--- config.mk ---
export PLATFORM = sky130hd
export DESIGN_NAME = ext_irq_mailbox
export DESIGN_NICKNAME = d
export VERILOG_FILES = /design/src/rtl/ext_mbx_pkg.sv /design/src/rtl/ext_mbx_ctrl.sv /design/src/rtl/ext_mbx_datapath.sv /design/src/rtl/ext_irq_mailbox.sv
export SDC_FILE = /design/constraint.sdc
export NUM_CORES = 2
export LEC_CHECK = 0
export BUFFER_PORTS_ARGS = -buffer_cell sky130_fd_sc_hd__buf_4
export CAP_MARGIN = 20
export CORE_ASPECT_RATIO = 0.5
export CORE_MARGIN = 2
export CORE_UTILIZATION = 45
export CTS_CLUSTER_SIZE = 40
export DETAILED_ROUTE_END_ITERATION = 10
export MAX_ROUTING_LAYER = met4
export SYNTH_ARGS = -nofsm -noshare
export SYNTH_HDL_FRONTEND = slang
export SYNTH_SLANG_ARGS = --single-unit
--- constraint.sdc ---
create_clock -name clk -period 13.73 [get_ports clk]
set_clock_uncertainty 0.1 [all_clocks]
set_input_delay 0.6865 -clock clk [delete_from_list [all_inputs] [get_ports clk]]
set_output_delay 0.6865 -clock clk [all_outputs]
set_load 0.02 [all_outputs]
--- src/rtl/ext_mbx_pkg.sv ---
package ext_mbx_pkg;
  localparam int MAX_CPU_W = 5;
  localparam int SRC_W = 5;
  localparam int VEC_W = 6;
  localparam int WORD_W = 64;
  localparam int ADDR_W = 10;
  localparam int BUSY_BIT = 5;

  typedef enum logic [2:0] {
    SEL_NONE, SEL_DATA0, SEL_DATA1, SEL_STAT, SEL_VEC
  } mbxSel_e;

  typedef struct packed {
    logic accept;
    logic [MAX_CPU_W-1:0] acceptCpu;
    logic busyWr;
    logic [MAX_CPU_W-1:0] busyCpu;
    logic busyVal;
    logic vecWr;
    logic rdReq;
    mbxSel_e rdSel;
    logic [MAX_CPU_W-1:0] rdCpu;
  } mbxStrobe_t;
endpackage

--- src/rtl/ext_mbx_ctrl.sv ---
module ext_mbx_ctrl
  import ext_mbx_pkg::*;
#(
  parameter int NUM_CPUS = 8,
  parameter int CPU_W = 3
) (
  input  logic inValid,
  input  logic [CPU_W-1:0] inCpu,
  input  logic [NUM_CPUS-1:0] busyVec,
  output logic inAccept,
  input  logic regWrEn,
  input  logic regRdEn,
  input  logic [ADDR_W-1:0] regAddr,
  input  logic [VEC_W-1:0] wrLow,
  input  logic [CPU_W-1:0] reqCpu,
  output mbxStrobe_t strb
);
  localparam logic [5:0] CPU_LIMIT = 6'(NUM_CPUS);

  logic [5:0] inCpuX, reqCpuX, slotX, tgtX;
  logic inRange, busyHit, tgtOk;
  logic [1:0] region;
  logic [4:0] slot;
  mbxSel_e kind;
  logic [MAX_CPU_W-1:0] tgtCpu;

  assign inCpuX  = 6'(inCpu);
  assign reqCpuX = 6'(reqCpu);
  assign inRange = inCpuX < CPU_LIMIT;
  assign busyHit = busyVec[inCpu];
  assign inAccept = inValid && inRange && !busyHit;

  assign region = regAddr[9:8];
  assign slot   = regAddr[7:3];
  assign slotX  = 6'(slot);

  // Address decode: indexed regions use the slot field, aliases use reqCpu
  always_comb begin
    kind   = SEL_NONE;
    tgtCpu = slot;
    tgtX   = slotX;
    unique case (region)
      2'd0: kind = SEL_DATA0;
      2'd1: kind = SEL_DATA1;
      2'd2: kind = SEL_STAT;
      default: begin
        tgtCpu = MAX_CPU_W'(reqCpu);
        tgtX   = reqCpuX;
        case (slot)
          5'd0: kind = SEL_DATA0;
          5'd1: kind = SEL_DATA1;
          5'd2: kind = SEL_STAT;
          5'd3: kind = SEL_VEC;
          default: kind = SEL_NONE;
        endcase
      end
    endcase
  end

  assign tgtOk = (kind == SEL_VEC) || (tgtX < CPU_LIMIT);

  always_comb begin
    strb = '0;
    strb.accept    = inAccept;
    strb.acceptCpu = MAX_CPU_W'(inCpu);
    strb.rdReq     = regRdEn;
    strb.rdSel     = (regRdEn && tgtOk) ? kind : SEL_NONE;
    strb.rdCpu     = tgtCpu;
    strb.busyCpu   = tgtCpu;
    strb.busyVal   = wrLow[BUSY_BIT];
    // an arrival for the same slot in this cycle wins over the status write
    strb.busyWr    = regWrEn && (kind == SEL_STAT) && tgtOk &&
                     !(inAccept && (strb.acceptCpu == tgtCpu));
    strb.vecWr     = regWrEn && (kind == SEL_VEC);
  end
endmodule

--- src/rtl/ext_mbx_datapath.sv ---
module ext_mbx_datapath
  import ext_mbx_pkg::*;
#(
  parameter int NUM_CPUS = 8,
  parameter int CPU_W = 3
) (
  input  logic clk,
  input  logic rstN,
  input  mbxStrobe_t strb,
  input  logic [SRC_W-1:0] inSrc,
  input  logic [WORD_W-1:0] inData0,
  input  logic [WORD_W-1:0] inData1,
  input  logic [VEC_W-1:0] wrLow,
  output logic [NUM_CPUS-1:0] busyVec,
  output logic postValid,
  output logic [CPU_W-1:0] postCpu,
  output logic [VEC_W-1:0] postVec,
  output logic rdValid,
  output logic [WORD_W-1:0] rdData
);
  logic [SRC_W-1:0] srcQ [NUM_CPUS];
  logic [WORD_W-1:0] d0Q [NUM_CPUS];
  logic [WORD_W-1:0] d1Q [NUM_CPUS];
  logic [VEC_W-1:0] vecQ;
  logic [WORD_W-1:0] rdNext;

  for (genvar g = 0; g < NUM_CPUS; g++) begin : gSlot
    localparam logic [MAX_CPU_W-1:0] MY_ID = MAX_CPU_W'(g);
    always_ff @(posedge clk) begin
      if (!rstN) begin
        busyVec[g] <= 1'b0;
        srcQ[g] <= '0;
        d0Q[g] <= '0;
        d1Q[g] <= '0;
      end else if (strb.accept && strb.acceptCpu == MY_ID) begin
        busyVec[g] <= 1'b1;
        srcQ[g] <= inSrc;
        d0Q[g] <= inData0;
        d1Q[g] <= inData1;
      end else if (strb.busyWr && strb.busyCpu == MY_ID) begin
        busyVec[g] <= strb.busyVal;
      end
    end

    // an accepted slot is busy on the following cycle
    assert_slot_busy_R3: assert property (@(posedge clk) disable iff (!rstN)
      (strb.accept && strb.acceptCpu == MY_ID) |=> busyVec[g]);
  end

  always_ff @(posedge clk) begin
    if (!rstN) vecQ <= '0;
    else if (strb.vecWr) vecQ <= wrLow;
  end

  always_ff @(posedge clk) begin
    if (!rstN) begin
      postValid <= 1'b0;
      postCpu <= '0;
      postVec <= '0;
    end else begin
      postValid <= strb.accept;
      postCpu <= strb.acceptCpu[CPU_W-1:0];
      postVec <= vecQ;
    end
  end

  always_comb begin
    rdNext = '0;
    if (strb.rdSel == SEL_VEC) rdNext = WORD_W'(vecQ);
    for (int i = 0; i < NUM_CPUS; i++) begin
      if (strb.rdCpu == MAX_CPU_W'(i)) begin
        case (strb.rdSel)
          SEL_DATA0: rdNext = d0Q[i];
          SEL_DATA1: rdNext = d1Q[i];
          SEL_STAT:  rdNext = WORD_W'({busyVec[i], srcQ[i]});
          default: ;
        endcase
      end
    end
  end

  always_ff @(posedge clk) begin
    if (!rstN) begin
      rdValid <= 1'b0;
      rdData <= '0;
    end else begin
      rdValid <= strb.rdReq;
      rdData <= rdNext;
    end
  end
endmodule

--- src/rtl/ext_irq_mailbox.sv ---
module ext_irq_mailbox
  import ext_mbx_pkg::*;
#(
  parameter int NUM_CPUS = 8,
  localparam int CPU_W = (NUM_CPUS > 1) ? $clog2(NUM_CPUS) : 1
) (
  input  logic clk,
  input  logic rstN,
  input  logic inValid,
  input  logic [CPU_W-1:0] inCpu,
  input  logic [4:0] inSrc,
  input  logic [63:0] inData0,
  input  logic [63:0] inData1,
  output logic inAccept,
  output logic postValid,
  output logic [CPU_W-1:0] postCpu,
  output logic [5:0] postVec,
  input  logic regWrEn,
  input  logic regRdEn,
  input  logic [9:0] regAddr,
  input  logic [63:0] regWrData,
  input  logic [CPU_W-1:0] reqCpu,
  output logic rdValid,
  output logic [63:0] rdData
);
  mbxStrobe_t strb;
  logic [NUM_CPUS-1:0] busyVec;
  logic [VEC_W-1:0] wrLow;

  assign wrLow = regWrData[VEC_W-1:0];

  ext_mbx_ctrl #(.NUM_CPUS(NUM_CPUS), .CPU_W(CPU_W)) ctrl_i (
    .inValid(inValid), .inCpu(inCpu), .busyVec(busyVec), .inAccept(inAccept),
    .regWrEn(regWrEn), .regRdEn(regRdEn), .regAddr(regAddr), .wrLow(wrLow),
    .reqCpu(reqCpu), .strb(strb)
  );

  ext_mbx_datapath #(.NUM_CPUS(NUM_CPUS), .CPU_W(CPU_W)) dp_i (
    .clk(clk), .rstN(rstN), .strb(strb), .inSrc(inSrc), .inData0(inData0),
    .inData1(inData1), .wrLow(wrLow), .busyVec(busyVec), .postValid(postValid),
    .postCpu(postCpu), .postVec(postVec), .rdValid(rdValid), .rdData(rdData)
  );

  assert_no_accept_busy_R2: assert property (@(posedge clk) disable iff (!rstN)
    (inValid && busyVec[inCpu]) |-> !inAccept);

  assert_post_follows_R3: assert property (@(posedge clk) disable iff (!rstN)
    (inValid && inAccept) |=> (postValid && postCpu == $past(inCpu)));

  assert_read_answer_R10: assert property (@(posedge clk) disable iff (!rstN)
    regRdEn |=> rdValid);
endmodule

==> flow_metrics.py <==
metrics = {
    "run_status": {
        "outcome": "finished clean",
    },
    "detailed_routing": {
        "finalWirelength_um": 145000,
        "wire_per_inst_um": 27.1,
        "avgViaCountPerCell": 6.26,
        "drt-initial-drc-count": 3982,
        "detail-route-antenna-nets": 0,
        "vias": 33400,
        "drcViolationCount": 0,
        "first_pass_iters": 6,
    },
    "clock_network": {
        "post-cts-setup-buffers": 0,
        "clkTransAtPathRegs_ns": 0.06,
        "cts_buffers": 105,
        "cts_max_path_buffers": 3,
        "cts_tree": "done",
        "cts_sinks": 1153,
        "clk_latency_ns": 0.72,
        "cts.repair.resized": 0,
        "cts_max_level": 3,
        "cts-root-buf": "clkbuf_16",
        "hold_buffers": 0,
    },
    "timing": {
        "tightest_slew_ns": 1.22,
        "hold_viol": 0,
        "finalWorstSetupSlack_ns": 7.82,
        "finalMaxSlewViolations": 0,
        "rsz0062_at_grt": "false",
        "tns_ns": 0,
        "period_share": 0.431,
        "min_period_ns": 5.91,
        "max_freq_mhz": 169,
        "setup_viol": 0,
        "relSlewSlack": 0.185,
    },
    "worst_setup_path": {
        "crit_path_frequent_cell": "buf_4",
        "worstSetupStartpointType": "primary input",
        "cp.required_ns": 14.21,
        "cp_cell_sequence": "buf_4, ha_1, nor4b_4, a31oi_1, nor2_4, buf_4, buf_4, buf_4, buf_4, a22oi_1, o22ai_1, nor4_1, o32ai_1",
        "setup.worst_path.class": "in2reg",
        "cp_max_fo": 86,
        "cp.arrival_ns": 6.39,
        "rrSetupSlack_ns": 7.83,
        "end_kind": "flip-flop",
        "cpMaxStageDelayCell": "buf_4",
        "critPathMaxStageDelay_ns": 0.91,
    },
    "floorplan": {
        "fp.dieH_um": 240,
        "core-area_um2": 110000,
        "fp.dieW_um": 476,
        "ioPinCount": 294,
        "dieArea_um2": 114000,
        "num_rows": 86,
        "start_util": 0.455,
    },
    "place": {
        "io_buffers": 232,
        "pre_cts_ws_ns": 7.23,
        "routabilityCongestion": 0.794,
        "hpwl_um": 73000,
        "dp_cells": 5135,
    },
    "global_route": {
        "grt_usage": 0.256,
        "first_global_vias": 32400,
        "antenna_found_initial": 9,
        "grt_remaining_overflow": 0,
        "grt_pass1_wl_um": 214000,
        "grt_max_degree": 209,
    },
    "yosys": {
        "syn_nets": 3972,
        "async_flop_share": 0,
        "yosysWarnings": 0,
        "synth_top_area_frac": 0.637,
        "synth_edf_count": 1064,
        "synth_seq_cells": 1153,
        "mappedNetlistArea_um2": 50200,
        "synth-seq-area-share": 0.672,
        "yosys-top-cells-area": "edfxtp_1 (64%), and3_1 (9.0%), a22oi_1 (5.2%), and2_1 (5.2%), dfxtp_1 (3.5%)",
        "syn_avg_cell_area_um2": 13.4,
        "synth_top_area_cell": "edfxtp_1",
        "synthDistinctLibCells": 72,
        "synthCells": 3751,
        "synth_flop_cell": "edfxtp_1",
    },
    "finish": {
        "nets": 3968,
        "fillers": 9418,
        "final_layout_size_suffix_gt1_frac": 0.132,
        "area_growth_pct": 12.0,
        "fin_cells": 5340,
    },
    "power_and_ir_drop": {
        "ir_drop_v": 0.0000908,
        "p_total_uw": 7450,
        "powerDensity_nw_per_um2": 133,
        "p_leak_uw": 0.0217,
    },
    "run": {
        "max_cap_violations": 0,
    },
    "hold_path": {
        "hold_path.class": "in2reg",
    },
}
## Yosys cell counts (all sizes together) (3+ instances only)
cell type / number
and3: 725
mux2: 15
a221o: 4
nor2: 16
a31oi: 67
nor2b: 4
o211ai: 4
mux2i: 18
ha: 3
dfxtp: 89
a31o: 3
buf: 152
o21ai: 56
a221oi: 79
nand3: 23
or2: 9
o32ai: 50
edfxtp: 1064
nand4: 11
nor3: 3
a211oi: 3
clkbuf: 248
a222oi: 12
nand2: 55
nand2b: 4
nor3b: 5
o22ai: 124
xnor2: 4
a21oi: 21
and2: 415
nor4: 61
a22oi: 346
inv: 8
o2bb2ai: 8
o31ai: 4
a2111oi: 10
## critical path, delay by kind of cell
kind	cells	cell delay, ns
adder cells (fa/ha/maj)	1	0.53
AND/OR/NAND/NOR	3	0.73
buffers and inverters	5	3.18
AO/OA/AOI/OAI	4	1.06
## state kept, by name (all words and copies together), names as in the netlist
register	count
dp_i.srcQ	40
dp_i.d1Q	512
dp_i.rdValid	1
dp_i.d0Q	512
dp_i.postValid	1
dp_i.rdData	64
dp_i.postVec	6
dp_i.postCpu	3
dp_i.busyVec	8
dp_i.vecQ	6
## report_power, final
group | switching (uW) | internal, uW | total [uW]
clock | 1340 | 1670 | 3010
sequential | 42.5 | 4000 | 4040
combinational | 299 | 95.7 | 394
## per-stage QoR
stage          instance area [um^2]   util  hold slack [ns]
2_1_floorplan                 50200      -            0.341
3_3_place_gp                  52700  0.477            0.372
3_5_place_dp                  52700  0.477            0.386
4_1_cts                       56200  0.509           0.0993
5_1_grt                       56200  0.509            0.134
6_report                      56200  0.509            0.140
## cell families (layout without fill, tap and decap cells)
| group | after synthesis | after routing | share of synthesized area |
|---|---|---|---|
| xor gates and xnor gates | 5 | 5 | 0.000872 |
| buffers and inverters | 408 | 494 | 0.0360 |
| other | 0 | 7 | 0 |
| and+or+nand+nor | 1342 | 1342 | 0.165 |
| muxes | 35 | 35 | 0.00785 |
| adders and majority gates | 3 | 3 | 0.000748 |
| AOI/OAI and AO/OA | 805 | 805 | 0.117 |
| DFF | 1153 | 1153 | 0.672 |
## final timing paths
path / from / cells past startpoint / end
max reg2reg: dp_i.busyVec[3] / 9 / dp_i.d1Q[0][226]
min: regRdEn / 2 / dp_i.rdValid
max: regAddr[9] / 13 / dp_i.rdData[35]
min reg2reg: dp_i.busyVec[0] / 2 / dp_i.busyVec[0]
## cell type report
cell class                 count  area, um^2  share of cell area
inverter                       8        35.0            0.000623
antenna                        7        17.5            0.000312
tap                         1496        1870              0.0333
clock inverter                65         661              0.0118
sequential                  1153       33700               0.600
timing repair buffer         289        2260              0.0402
multi-input combinational   2190       14800               0.264
clock buffer                 132        2790              0.0496
## per-layer routing
layer  global-route usage  wire length [um]  up-vias
met5                    -                 0        -
met4               0.0596              2900        0
met3               0.0346             10900      196
met2                0.392             67500     1415
met1                0.363             63500    17100
li1                     -                 -    14700
## layout by cell type (no fill, tap or decap), drive strengths merged, types with 7 or more instances in the layout
master / Yosys / final
a22oi: 346 / 346
o21ai: 56 / 56
a2111oi: 10 / 10
mux2i: 18 / 18
o32ai: 50 / 50
o22ai: 124 / 124
a21oi: 21 / 21
nand4: 11 / 11
o2bb2ai: 8 / 8
clkinv: 0 / 43
bufinv: 0 / 12
mux2: 15 / 15
nand2: 55 / 55
clkbuf: 248 / 132
and3: 725 / 725
inv: 8 / 14
or2: 9 / 9
a222oi: 12 / 12
a221oi: 79 / 79
nand3: 23 / 23
nor4: 61 / 61
diode: 0 / 7
and2: 415 / 415
buf: 152 / 289
dfxtp: 89 / 89
edfxtp: 1064 / 1064
a31oi: 67 / 67
nor2: 16 / 16
No activity file was read; power rests on OpenSTA's default activity.
